==> src/rtl/sysctl_pkg.sv <==
package sysctl_pkg;

    localparam int DW         = 32;
    // Word indices whose position matters to the protection window
    localparam int KEY_IDX    = 0;
    localparam int STRAP_IDX  = 1;
    localparam int REV_IDX    = 2;
    localparam int FREQ_IDX   = 3;
    localparam int SCR_BASE   = 4;
    localparam int SCR_NUM    = 8;
    localparam int SCR_SEL_W  = $clog2(SCR_NUM);
    localparam int RNG_IDX    = SCR_BASE + SCR_NUM;
    localparam int CNT_LO_IDX = RNG_IDX + 1;
    localparam int CNT_HI_IDX = RNG_IDX + 2;
    localparam int GEN_BASE   = CNT_HI_IDX + 1;

    localparam logic [1:0] SIZE_WORD = 2'b10;

    typedef enum logic [1:0] {
        ERR_OOB  = 2'd0,
        ERR_RO   = 2'd1,
        ERR_LOCK = 2'd2,
        ERR_SIZE = 2'd3
    } err_code_e;

    typedef enum logic [2:0] {
        W_NONE,
        W_KEY,
        W_STRAP_SET,
        W_STRAP_CLR,
        W_STRAP_LOAD,
        W_GEN
    } wr_act_e;

    typedef enum logic {
        KS_LOCKED = 1'b0,
        KS_OPEN   = 1'b1
    } key_state_e;

endpackage

==> src/rtl/sysctl_decode.sv <==
module sysctl_decode
    import sysctl_pkg::*;
#(
    parameter int ADDR_W   = 8,
    parameter int NUM_REGS = 48,
    parameter int LOCK_END = 40,
    parameter bit NEWGEN   = 1'b1
) (
    input  logic              wr,
    input  logic              rd,
    input  logic [ADDR_W-1:0] addr,
    input  logic [1:0]        size,
    input  logic              unlocked,
    output logic [ADDR_W-3:0] idx,
    output wr_act_e           act,
    output logic              rd_hit,
    output logic              err,
    output err_code_e         code
);

    localparam int IDX_W = ADDR_W - 2;
    localparam wr_act_e STRAP_ACT = NEWGEN ? W_STRAP_SET : W_STRAP_LOAD;

    logic bad_size;
    logic in_range;
    logic is_ro;
    logic in_window;

    always_comb begin
        idx       = addr[ADDR_W-1:2];
        bad_size  = (size != SIZE_WORD) || (addr[1:0] != 2'b00);
        in_range  = {1'b0, idx} < (IDX_W+1)'(NUM_REGS);
        is_ro     = (idx == IDX_W'(FREQ_IDX))
                 || ((idx >= IDX_W'(SCR_BASE)) && (idx < IDX_W'(SCR_BASE + SCR_NUM)))
                 || (idx == IDX_W'(RNG_IDX))
                 || (idx == IDX_W'(CNT_LO_IDX))
                 || (idx == IDX_W'(CNT_HI_IDX))
                 || ((idx == IDX_W'(REV_IDX)) && !NEWGEN);
        in_window = (idx > IDX_W'(KEY_IDX)) && (idx < IDX_W'(LOCK_END));
    end

    always_comb begin
        act    = W_NONE;
        rd_hit = 1'b0;
        err    = 1'b0;
        code   = ERR_OOB;
        if (wr || rd) begin
            if (bad_size) begin
                err  = 1'b1;
                code = ERR_SIZE;
            end else if (!in_range) begin
                err  = 1'b1;
                code = ERR_OOB;
            end else if (wr) begin
                if (idx == IDX_W'(KEY_IDX)) begin
                    act = W_KEY;
                end else if (is_ro) begin
                    err  = 1'b1;
                    code = ERR_RO;
                end else if (in_window && !unlocked) begin
                    err  = 1'b1;
                    code = ERR_LOCK;
                end else if (idx == IDX_W'(REV_IDX)) begin
                    act = W_STRAP_CLR;
                end else if (idx == IDX_W'(STRAP_IDX)) begin
                    act = STRAP_ACT;
                end else begin
                    act = W_GEN;
                end
            end else begin
                rd_hit = 1'b1;
            end
        end
    end

endmodule

==> src/rtl/sysctl_keyfsm.sv <==
module sysctl_keyfsm
    import sysctl_pkg::*;
#(
    parameter logic [31:0] KEY_VALUE = 32'hA5C3_1E70
) (
    input  logic          clk,
    input  logic          rst_n,
    input  logic          key_wr,
    input  logic [DW-1:0] wdata,
    output logic          unlocked
);

    key_state_e state_q;
    key_state_e state_d;

    always_ff @(posedge clk) begin
        if (!rst_n) state_q <= KS_LOCKED;
        else        state_q <= state_d;
    end

    always_comb begin
        state_d = state_q;
        unique case (state_q)
            KS_LOCKED: if (key_wr && (wdata == KEY_VALUE)) state_d = KS_OPEN;
            KS_OPEN:   if (key_wr && (wdata != KEY_VALUE)) state_d = KS_LOCKED;
        endcase
    end

    always_comb begin
        unlocked = (state_q == KS_OPEN);
    end


    key_match_chk: assert property (@(posedge clk) disable iff (!rst_n)
        (key_wr && (wdata == KEY_VALUE)) |=> unlocked);


    key_miss_chk: assert property (@(posedge clk) disable iff (!rst_n)
        (key_wr && (wdata != KEY_VALUE)) |=> !unlocked);


    key_hold_chk: assert property (@(posedge clk) disable iff (!rst_n)
        !key_wr |=> $stable(unlocked));

endmodule

==> src/rtl/sysctl_strap.sv <==
module sysctl_strap
    import sysctl_pkg::*;
#(
    parameter logic [31:0] STRAP_RST = 32'h0000_0F00
) (
    input  logic          clk,
    input  logic          rst_n,
    input  wr_act_e       op,
    input  logic [DW-1:0] wdata,
    output logic [DW-1:0] strap_q
);

    logic [DW-1:0] strap_d;

    always_comb begin
        strap_d = strap_q;
        unique case (op)
            W_STRAP_SET:  strap_d = strap_q | wdata;
            W_STRAP_CLR:  strap_d = strap_q & ~wdata;
            W_STRAP_LOAD: strap_d = wdata;
            default:      strap_d = strap_q;
        endcase
    end

    always_ff @(posedge clk) begin
        if (!rst_n) strap_q <= STRAP_RST;
        else        strap_q <= strap_d;
    end


    strap_or_chk: assert property (@(posedge clk) disable iff (!rst_n)
        (op == W_STRAP_SET) |=>
            (((strap_q & $past(wdata)) == $past(wdata))
          && ((strap_q & $past(strap_q)) == $past(strap_q))));


    strap_clr_chk: assert property (@(posedge clk) disable iff (!rst_n)
        (op == W_STRAP_CLR) |=> ((strap_q & $past(wdata)) == '0));


    strap_hold_chk: assert property (@(posedge clk) disable iff (!rst_n)
        !((op == W_STRAP_SET) || (op == W_STRAP_CLR) || (op == W_STRAP_LOAD))
            |=> $stable(strap_q));

endmodule

==> src/rtl/sysctl_regbank.sv <==
module sysctl_regbank
    import sysctl_pkg::*;
#(
    parameter int          ADDR_W    = 8,
    parameter int          NUM_REGS  = 48,
    parameter int          LOCK_END  = 40,
    parameter bit          NEWGEN    = 1'b1,
    parameter logic [31:0] KEY_VALUE = 32'hA5C3_1E70,
    parameter logic [31:0] STRAP_RST = 32'h0000_0F00,
    parameter logic [31:0] REV_OLD   = 32'h0100_0A11,
    parameter logic [31:0] REV_NEW   = 32'h0200_0B22
) (
    input  logic                  clk,
    input  logic                  rst_n,
    input  logic                  bus_wr,
    input  logic                  bus_rd,
    input  logic [ADDR_W-1:0]     bus_addr,
    input  logic [1:0]            bus_size,
    input  logic [31:0]           bus_wdata,
    output logic [31:0]           bus_rdata,
    output logic                  err_pulse,
    output logic [1:0]            err_code,
    input  logic [31:0]           ro_freq_eval,
    input  logic [SCR_NUM*32-1:0] ro_scratch,
    input  logic [31:0]           ro_rng,
    input  logic [31:0]           ro_cnt_lo,
    input  logic [31:0]           ro_cnt_hi
);

    localparam int          IDX_W   = ADDR_W - 2;
    localparam logic [31:0] REV_VAL = NEWGEN ? REV_NEW : REV_OLD;

    logic [IDX_W-1:0]     idx;
    wr_act_e              act;
    logic                 rd_hit;
    logic                 dec_err;
    err_code_e            dec_code;
    logic                 unlocked;
    logic [DW-1:0]        strap_q;
    logic [DW-1:0]        gen_q [GEN_BASE:NUM_REGS-1];
    logic [DW-1:0]        gen_rd;
    logic [DW-1:0]        rd_mux;
    logic [SCR_SEL_W-1:0] sc_sel;
    logic [DW-1:0]        rdata_q;
    logic                 err_q;
    err_code_e            code_q;

    sysctl_decode #(
        .ADDR_W   (ADDR_W),
        .NUM_REGS (NUM_REGS),
        .LOCK_END (LOCK_END),
        .NEWGEN   (NEWGEN)
    ) u_decode (
        .wr       (bus_wr),
        .rd       (bus_rd),
        .addr     (bus_addr),
        .size     (bus_size),
        .unlocked (unlocked),
        .idx      (idx),
        .act      (act),
        .rd_hit   (rd_hit),
        .err      (dec_err),
        .code     (dec_code)
    );

    sysctl_keyfsm #(
        .KEY_VALUE (KEY_VALUE)
    ) u_key (
        .clk      (clk),
        .rst_n    (rst_n),
        .key_wr   (act == W_KEY),
        .wdata    (bus_wdata),
        .unlocked (unlocked)
    );

    sysctl_strap #(
        .STRAP_RST (STRAP_RST)
    ) u_strap (
        .clk     (clk),
        .rst_n   (rst_n),
        .op      (act),
        .wdata   (bus_wdata),
        .strap_q (strap_q)
    );

    for (genvar g = GEN_BASE; g < NUM_REGS; g++) begin : g_gen
        always_ff @(posedge clk) begin
            if (!rst_n)                                    gen_q[g] <= '0;
            else if ((act == W_GEN) && (idx == IDX_W'(g))) gen_q[g] <= bus_wdata;
        end
    end

    always_comb begin
        gen_rd = '0;
        for (int g = GEN_BASE; g < NUM_REGS; g++) begin
            if (idx == IDX_W'(g)) gen_rd = gen_q[g];
        end
    end

    always_comb begin
        sc_sel = SCR_SEL_W'(idx - IDX_W'(SCR_BASE));
        if (idx == IDX_W'(KEY_IDX))           rd_mux = {31'b0, unlocked};
        else if (idx == IDX_W'(STRAP_IDX))    rd_mux = strap_q;
        else if (idx == IDX_W'(REV_IDX))      rd_mux = REV_VAL;
        else if (idx == IDX_W'(FREQ_IDX))     rd_mux = ro_freq_eval;
        else if (idx < IDX_W'(RNG_IDX))       rd_mux = ro_scratch[sc_sel*DW +: DW];
        else if (idx == IDX_W'(RNG_IDX))      rd_mux = ro_rng;
        else if (idx == IDX_W'(CNT_LO_IDX))   rd_mux = ro_cnt_lo;
        else if (idx == IDX_W'(CNT_HI_IDX))   rd_mux = ro_cnt_hi;
        else                                  rd_mux = gen_rd;
    end

    always_ff @(posedge clk) begin
        if (!rst_n) begin
            rdata_q <= '0;
            err_q   <= 1'b0;
            code_q  <= ERR_OOB;
        end else begin
            if (bus_rd && !bus_wr) rdata_q <= rd_hit ? rd_mux : '0;
            err_q  <= dec_err;
            code_q <= dec_code;
        end
    end

    assign bus_rdata = rdata_q;
    assign err_pulse = err_q;
    assign err_code  = code_q;


    size_err_chk: assert property (@(posedge clk) disable iff (!rst_n)
        ((bus_wr || bus_rd) && ((bus_size != SIZE_WORD) || (bus_addr[1:0] != 2'b00)))
            |=> (err_pulse && (err_code == 2'd3)));


    oob_rd_chk: assert property (@(posedge clk) disable iff (!rst_n)
        (bus_rd && !bus_wr && (bus_size == SIZE_WORD) && (bus_addr[1:0] == 2'b00)
         && ({1'b0, bus_addr[ADDR_W-1:2]} >= (IDX_W+1)'(NUM_REGS)))
            |=> ((bus_rdata == '0) && err_pulse && (err_code == 2'd0)));


    idle_chk: assert property (@(posedge clk) disable iff (!rst_n)
        !(bus_wr || bus_rd) |=> !err_pulse);

endmodule

==> config.mk <==
export PLATFORM = sky130hd
export DESIGN_NAME = sysctl_regbank
export DESIGN_NICKNAME = d
export VERILOG_FILES = /design/src/rtl/sysctl_pkg.sv /design/src/rtl/sysctl_decode.sv /design/src/rtl/sysctl_keyfsm.sv /design/src/rtl/sysctl_strap.sv /design/src/rtl/sysctl_regbank.sv
export SDC_FILE = /design/constraint.sdc
export NUM_CORES = 2
export LEC_CHECK = 0
export ABC_AREA = 1
export BUFFER_PORTS_ARGS = -buffer_cell sky130_fd_sc_hd__buf_2
export CAP_MARGIN = 15
export CELL_PAD_IN_SITES_DETAIL_PLACEMENT = 0
export CELL_PAD_IN_SITES_GLOBAL_PLACEMENT = 1
export CORE_MARGIN = 5
export CORE_UTILIZATION = 40
export CTS_CLUSTER_DIAMETER = 80
export DETAILED_ROUTE_END_ITERATION = 6
export GPL_ROUTABILITY_DRIVEN = 0
export PLACE_DENSITY_LB_ADDON = 0.1
export SETUP_SLACK_MARGIN = 0.5
export SLEW_MARGIN = 20
export SYNTH_ARGS = -nofsm -noshare
export SYNTH_HDL_FRONTEND = slang
export SYNTH_SLANG_ARGS = --single-unit
==> constraint.sdc <==
create_clock -name clk -period 11.1 [get_ports clk]
set_input_delay 0 -clock clk [delete_from_list [all_inputs] [get_ports clk]]
set_output_delay 0 -clock clk [all_outputs]
set_load 0.01 [all_outputs]
# Word-level counts from Yosys, hierarchy flattened
# Memory sizes are Yosys's and may differ from the RTL's.
# Index checks and enable logic that the tools add are counted.
# totals
word_cells	352
in_bits	430
n_memories	1
ff_bits	68
mem_bits_rw	1056
out_inout_bits	35
# mem_list
memory	words	width	rd	rd_clocked_by_memory_dff	wr	line	text
gen_q	33	32	33	0	33	sysctl_regbank.sv:40	logic [DW-1:0] gen_q [GEN_BASE:NUM_REGS-1];
# classes
n_shift	1
bitwise	37
n_eq_ne	47
mux	204
addsub	1
n_lt_le_gt_ge	5
n_reduce_logical	51
# ops
operator	count
32-bit 2-to-1 mux	75
256-bit by 9-bit indexed part select with 32-bit output	1
1-bit 2-to-1 mux	112
6-bit by 5-bit equality test with 1-bit output, second input constant	16
6-bit equality test, second input constant	16
32-bit case mux with 3 select lines	1
1-bit logical AND	39
1-bit bitwise OR	33
32-bit bitwise AND	1
32-bit equality test, second input constant	1
32-bit != test, second input constant	1
32-bit NOT	1
32-bit bitwise OR	1
3-bit 2-to-1 mux	9
6-bit by 4-bit equality test with 1-bit output, second input constant	4
6-bit by 2-bit equality test with 1-bit output, second input constant	2
6-bit less-than comparator, second input constant	2
2-bit 2-to-1 mux	6
3-bit by 2-bit equality test with 1-bit output, second input constant	2
3-bit equality test, second input constant	2
6-bit by 1-bit equality test with 1-bit output, second input constant	1
6-bit by 3-bit >= comparator with 1-bit output, second input constant	1
6-bit by 1-bit > comparator with 1-bit output, second input constant	1
6-bit zero test	1
other kinds (11)	17

# Depth between registers and ports, before layout
# logic_depth
word_depth	43
ltp_mapped	33
mapped_depth_nobuf	32

# Modules after synthesis
# From an unflattened synthesis, not the netlist that was laid out.
# unflattened
hier_cells	5734
hier_area_um2	52609.2
# modules_own_cells
mod	cells_per_inst	area_per_inst_um2	instances
sysctl_regbank	5385	50472.2	1
sysctl_strap	243	1617.8	1
sysctl_decode	55	305.3	1
sysctl_keyfsm	51	214.0	1

# Worst setup path before layout
# OpenSTA, ideal clock, no wires.
# synth_timing
path_type	input port to flip-flop
from	input bus_addr[4]
to	register gen_q[0][1000] (netlist name)
arrival_ps	4396
slack_ps	6238
required_ps	10634
n_path_buf	3
path_stages	16
path_cell_list	buf_2 -> nand2_1 -> inv_1 -> nand2_1 -> nor2_1 -> nor2_1 -> o21ai_0 -> nor3_1 -> inv_1 -> nor2_1 -> nand2_1 -> nor2_1 -> buf_2 -> inv_1 -> clkbuf_1 -> o21ai_0
# synth_rtl
element	line	text
from (decl)	sysctl_regbank.sv:17	input logic [ADDR_W-1:0] bus_addr,

# Final worst setup path
# layout_timing
from	input bus_addr[4]
to	register rdata_q[28] (netlist: bus_rdata[28])
# layout_via
elab_chain_len	43
word_cells_on_any_way	89
classes_between	add/sub: 1; order compare: 2; eq/ne: 39; shift: 1; mux: 45; reduce/logical: 1
# layout_rtl
element	line	text
6-bit by 4-bit equality test with 1-bit output	sysctl_regbank.sv:96	if (idx == IDX_W'(g)) gen_rd = gen_q[g];
32-bit 2-to-1 mux (33 in series)	sysctl_regbank.sv:96	
32-bit 2-to-1 mux	sysctl_regbank.sv:109	else if (idx == IDX_W'(CNT_HI_IDX)) rd_mux = ro_cnt_hi;
32-bit 2-to-1 mux	sysctl_regbank.sv:108	else if (idx == IDX_W'(CNT_LO_IDX)) rd_mux = ro_cnt_lo;
32-bit 2-to-1 mux	sysctl_regbank.sv:107	else if (idx == IDX_W'(RNG_IDX)) rd_mux = ro_rng;
32-bit 2-to-1 mux	sysctl_regbank.sv:106	else if (idx < IDX_W'(RNG_IDX)) rd_mux = ro_scratch[sc_sel*DW +: DW];
32-bit 2-to-1 mux	sysctl_regbank.sv:105	else if (idx == IDX_W'(FREQ_IDX)) rd_mux = ro_freq_eval;
32-bit 2-to-1 mux	sysctl_regbank.sv:104	else if (idx == IDX_W'(REV_IDX)) rd_mux = REV_VAL;
32-bit 2-to-1 mux	sysctl_regbank.sv:103	else if (idx == IDX_W'(STRAP_IDX)) rd_mux = strap_q;
32-bit 2-to-1 mux	sysctl_regbank.sv:102	if (idx == IDX_W'(KEY_IDX)) rd_mux = {31'b0, unlocked};
32-bit 2-to-1 mux (*)	sysctl_regbank.sv:119	if (bus_rd && !bus_wr) rdata_q <= rd_hit ? rd_mux : '0;
to (signal assigned)	sysctl_regbank.sv:119	
to (decl)	sysctl_regbank.sv:44	logic [DW-1:0] rdata_q;
# Every way passes the cells marked *; elsewhere a longest branch is shown, timed or not.
# A chain may end at the register's enable or synchronous reset.

==> reports/qor.csv <==
stage,metric,value,unit
status,status,"finished, final reports clean",
sta,maxSlewHeadroom,18.0,%
drt,first_pass_iters,6,
clock_tree,root_buffer,clkbuf_16,
clock_tree,clock_path_buffers,3,
yosys,synth_cell_types,35,
sta,final_max_slew_viol_count,0,
global_route,grt_usage,30.6,%
yosys,synth_edf_count,1056,
layout,final_area,60800,µm²
drt,drt_iter0_drc,6005,
sta,timing.final.crit_share,54.9,%
sta,period_needed,6.10,ns
layout,multi_input_area,16300,µm²
worst_setup_path,regToRegEndpoint,bus_rdata[28]$_SDFFE_PN0P_,
worst_setup_path,r2r-start,gen_q[0][572]$_SDFFCE_PN0P_,
worst_setup_path,worst_path_dominant_cell_family,buffers and inverters,
yosys,ys_warn_count,0,
worst_setup_path,cp.depth,35,
yosys,synth_top_area_share,61.4,%
sta,tns,0,ns
yosys,synth.area.top_cells,"edfxtp_1, nor2_1, nand2_1, dfxtp_1, nand4_1",
global_route,grt_pass1_wl,300000,µm
drt,vias,43600,
worst_setup_path,critPathLaunchType,input pin,
drt,ant_nets,0,
clock_tree,cts_buffers,130,
power_and_ir_drop,ir_drop,0.155,mV
global_route,grt_overflow,0,
worst_setup_path,worstRegToRegCells,28,
worst_hold_path,hold_depth,3,
clock_tree,h-tree-depth,4,
yosys,synth_largest_area_cell,edfxtp_1,
worst_hold_path,min_path_type,in2reg,
layout,fin_nets,6380,
worst_setup_path,cp_max_fo,42,
drt,drt-total-wl,215000,µm
placement,hpwl,146000,µm
floorplanning,rows,131,
yosys,synth_seq_area_share,64.0,%
drt,viasPerCell,5.60,
yosys,mappedNetlistArea,51700,µm²
yosys,syn_nets,5951,
clock_tree,cts_tree,built,
global_route,grt_max_degree,58,
worst_setup_path,worst_ep_arrival_time,6.73,ns
layout,synthToLayoutAreaGrowth,17.7,%
worst_hold_path,holdPathEnd,gen_q[0][524]$_SDFFCE_PN0P_,
drt,drc,0,
clock_tree,clk_latency,0.76,ns
worst_setup_path,worst_path_max_delay_cell,dlygate4sd3_1,
clock_tree,clkTransAtPathRegs,0.06,ns
floorplanning,die_height,369,µm
yosys,synth_flop_cell,edfxtp_1,
worst_setup_path,regToRegSetupSlack,5.86,ns
worst_setup_path,cpMostUsedCell,nand2_1,
clock_tree,cts.sinks,1124,
sta,clock_skew,0.0230,ns
worst_setup_path,end_kind,flop,
floorplanning,die-area,136000,µm²
power_and_ir_drop,p_per_area,159,nW/µm²
worst_hold_path,holdCritStartpoint,bus_wdata[12],
flow_run,cap_viol_max_count,0,
sta,finalSetupViolations,0,
yosys,avgSynthCellArea,9.36,µm²
layout,drive_gt1_share,16.6,%
yosys,syn_inst,5521,
yosys,async_reset_ff_share,0,%
yosys,yosys_register_bits,1124,
global_route,grt_pass1_vias,40000,
sta,worst_slew_pin_slew,1.23,ns
placement,placed_area,56000,µm²
sta,rsz0062_at_grt,false,
worst_setup_path,path_class,in2reg,
drt,avgRoutedWirePerCell,27.7,µm
sta,hold_viol_final,0,
worst_setup_path,cp.required,11.73,ns
worst_setup_path,crit_path_max_incr_delay,0.58,ns
floorplanning,die_w,369,µm
floorplanning,initial_core_util,40.4,%
sta,fmax,0.164,GHz
placement,numPortBuffers,464,
layout,fill_cells,12200,
floorplanning,io_pins,465,
floorplanning,coreArea,128000,µm²
worst_setup_path,crit_buf_inv,10,
layout,register_area,33100,µm²
power_and_ir_drop,p_leak,23.7,nW
global_route,antenna_found_initial,14,
stage by stage:
step | instances | hold slack (ns) | util [%] | setup slack, ns | total power, mW
after floorplan | 5521 | 0.143 | - | 6.24 | 5.29
after global placement | 7447 | 0.300 | 43.7 | 5.74 | 5.72
after detailed placement | 7448 | 0.311 | 43.7 | 5.75 | 5.73
after CTS | 7777 | 0.00103 | 47.5 | 5.14 | 9.71
after global routing | 7781 | 0.0239 | 47.5 | 4.68 | 9.96
final | 7791 | 0.0000205 | 47.5 | 5.00 | 9.68
cell usage after synthesis, drive strengths merged (40+ instances only):
cell	n
nand2	1210
buf	40
o22ai	104
nand4	217
nand3	149
inv	275
edfxtp	1056
o21ai	91
clkbuf	351
or2	126
nor2	1497
a21oi	221
dfxtp	68
logic make-up (layout without fill, tap and decap cells):
group | Yosys count | after routing | synth area share (%)
DFF | 1124 | 1124 | 64.0
buffers and inverters | 701 | 1228 | 5.16
AOI/OAI and AO/OA | 484 | 484 | 5.30
other | 0 | 14 | 0
and+or+nand+nor | 3212 | 3212 | 25.5
worst max path at each step:
stage                            from                            to  slack [ns]
after floorplan           bus_addr[4]  gen_q[0][1000]$_SDFFCE_PN0P_        6.24
after global placement    bus_addr[4]     bus_rdata[8]$_SDFFE_PN0P_        5.74
after detailed placement  bus_addr[4]     bus_rdata[8]$_SDFFE_PN0P_        5.75
after CTS                 bus_addr[4]    bus_rdata[28]$_SDFFE_PN0P_        5.14
after global routing      bus_addr[4]    bus_rdata[28]$_SDFFE_PN0P_        4.68
final                     bus_addr[4]    bus_rdata[28]$_SDFFE_PN0P_        5.00
cell type report:
class	instances	share of cell area, %
Clock buffer	170	5.70
Timing Repair Buffer	688	6.99
Tap cell	1729	3.56
Multi-Input combinational cell	3696	26.8
Clock inverter	60	0.586
Inverter	310	1.91
Antenna cell	14	0.0576
Sequential cell	1124	54.4
layout by cell type, fill, tap and decap left out, types with 10 or more instances in the layout:
master,Yosys,routed
nand2_1,1209,1206
buf_2,19,463
a22oi_1,22,22
a221oi_1,13,13
clkinv_2,0,16
inv_6,0,10
nand4_1,217,217
a21oi_1,221,221
nand3_1,148,117
diode_2,0,14
or2_2,101,101
edfxtp_1,1056,1056
or2_0,20,20
nand3_2,1,32
nor2_1,1485,1460
buf_4,1,126
o31ai_1,26,26
dfxtp_1,68,68
clkbuf_1,351,36
o22ai_1,104,104
dlygate4sd3_1,0,99
clkbuf_16,0,132
clkinv_1,35,40
o21ai_2,0,25
inv_2,15,40
inv_1,260,256
o21ai_0,86,56
nor2_2,7,30
layer usage:
metal | part of all wire (%) | vias to the layer above | global-route usage, % | wire length (µm)
li1 | - | 19300 | - | -
met1 | 43 | 21700 | 44.7 | 93200
met2 | 42 | 2274 | 43.8 | 91100
met3 | 12 | 380 | 10.1 | 25100
met4 | 2.4 | 18 | 6.69 | 5260
met5 | 0.35 | - | 4.52 | 748
power by group:
group / switching (mW) / internal (mW) / total, mW
Clock: 1.76 / 2.20 / 3.96
Sequential: 0.0512 / 4.82 / 4.87
Combinational: 0.633 / 0.220 / 0.853
Total: 2.44 / 7.24 / 9.68
what timing repair did:
action,CTS,global route
hold endpoints to repair,533,0
setup buffers,0,0
endpoints found under the setup margin,0,0
hold buffers,99,0
gates resized for setup,0,0
sequential cells by signal (all words and copies together), names as in the netlist, named ones only:
| register | count |
|---|---|
| gen_q | 1056 |
| bus_rdata | 32 |
| u_strap.strap_q | 32 |
| err_code | 2 |
| err_pulse | 1 |
worst min-delay path, stage by stage:
cell	delay (ns)
buf_2	0.09
inv_2	0.29
nor2_1	0.21
Note: power is estimated with default switching activity, not from simulation.
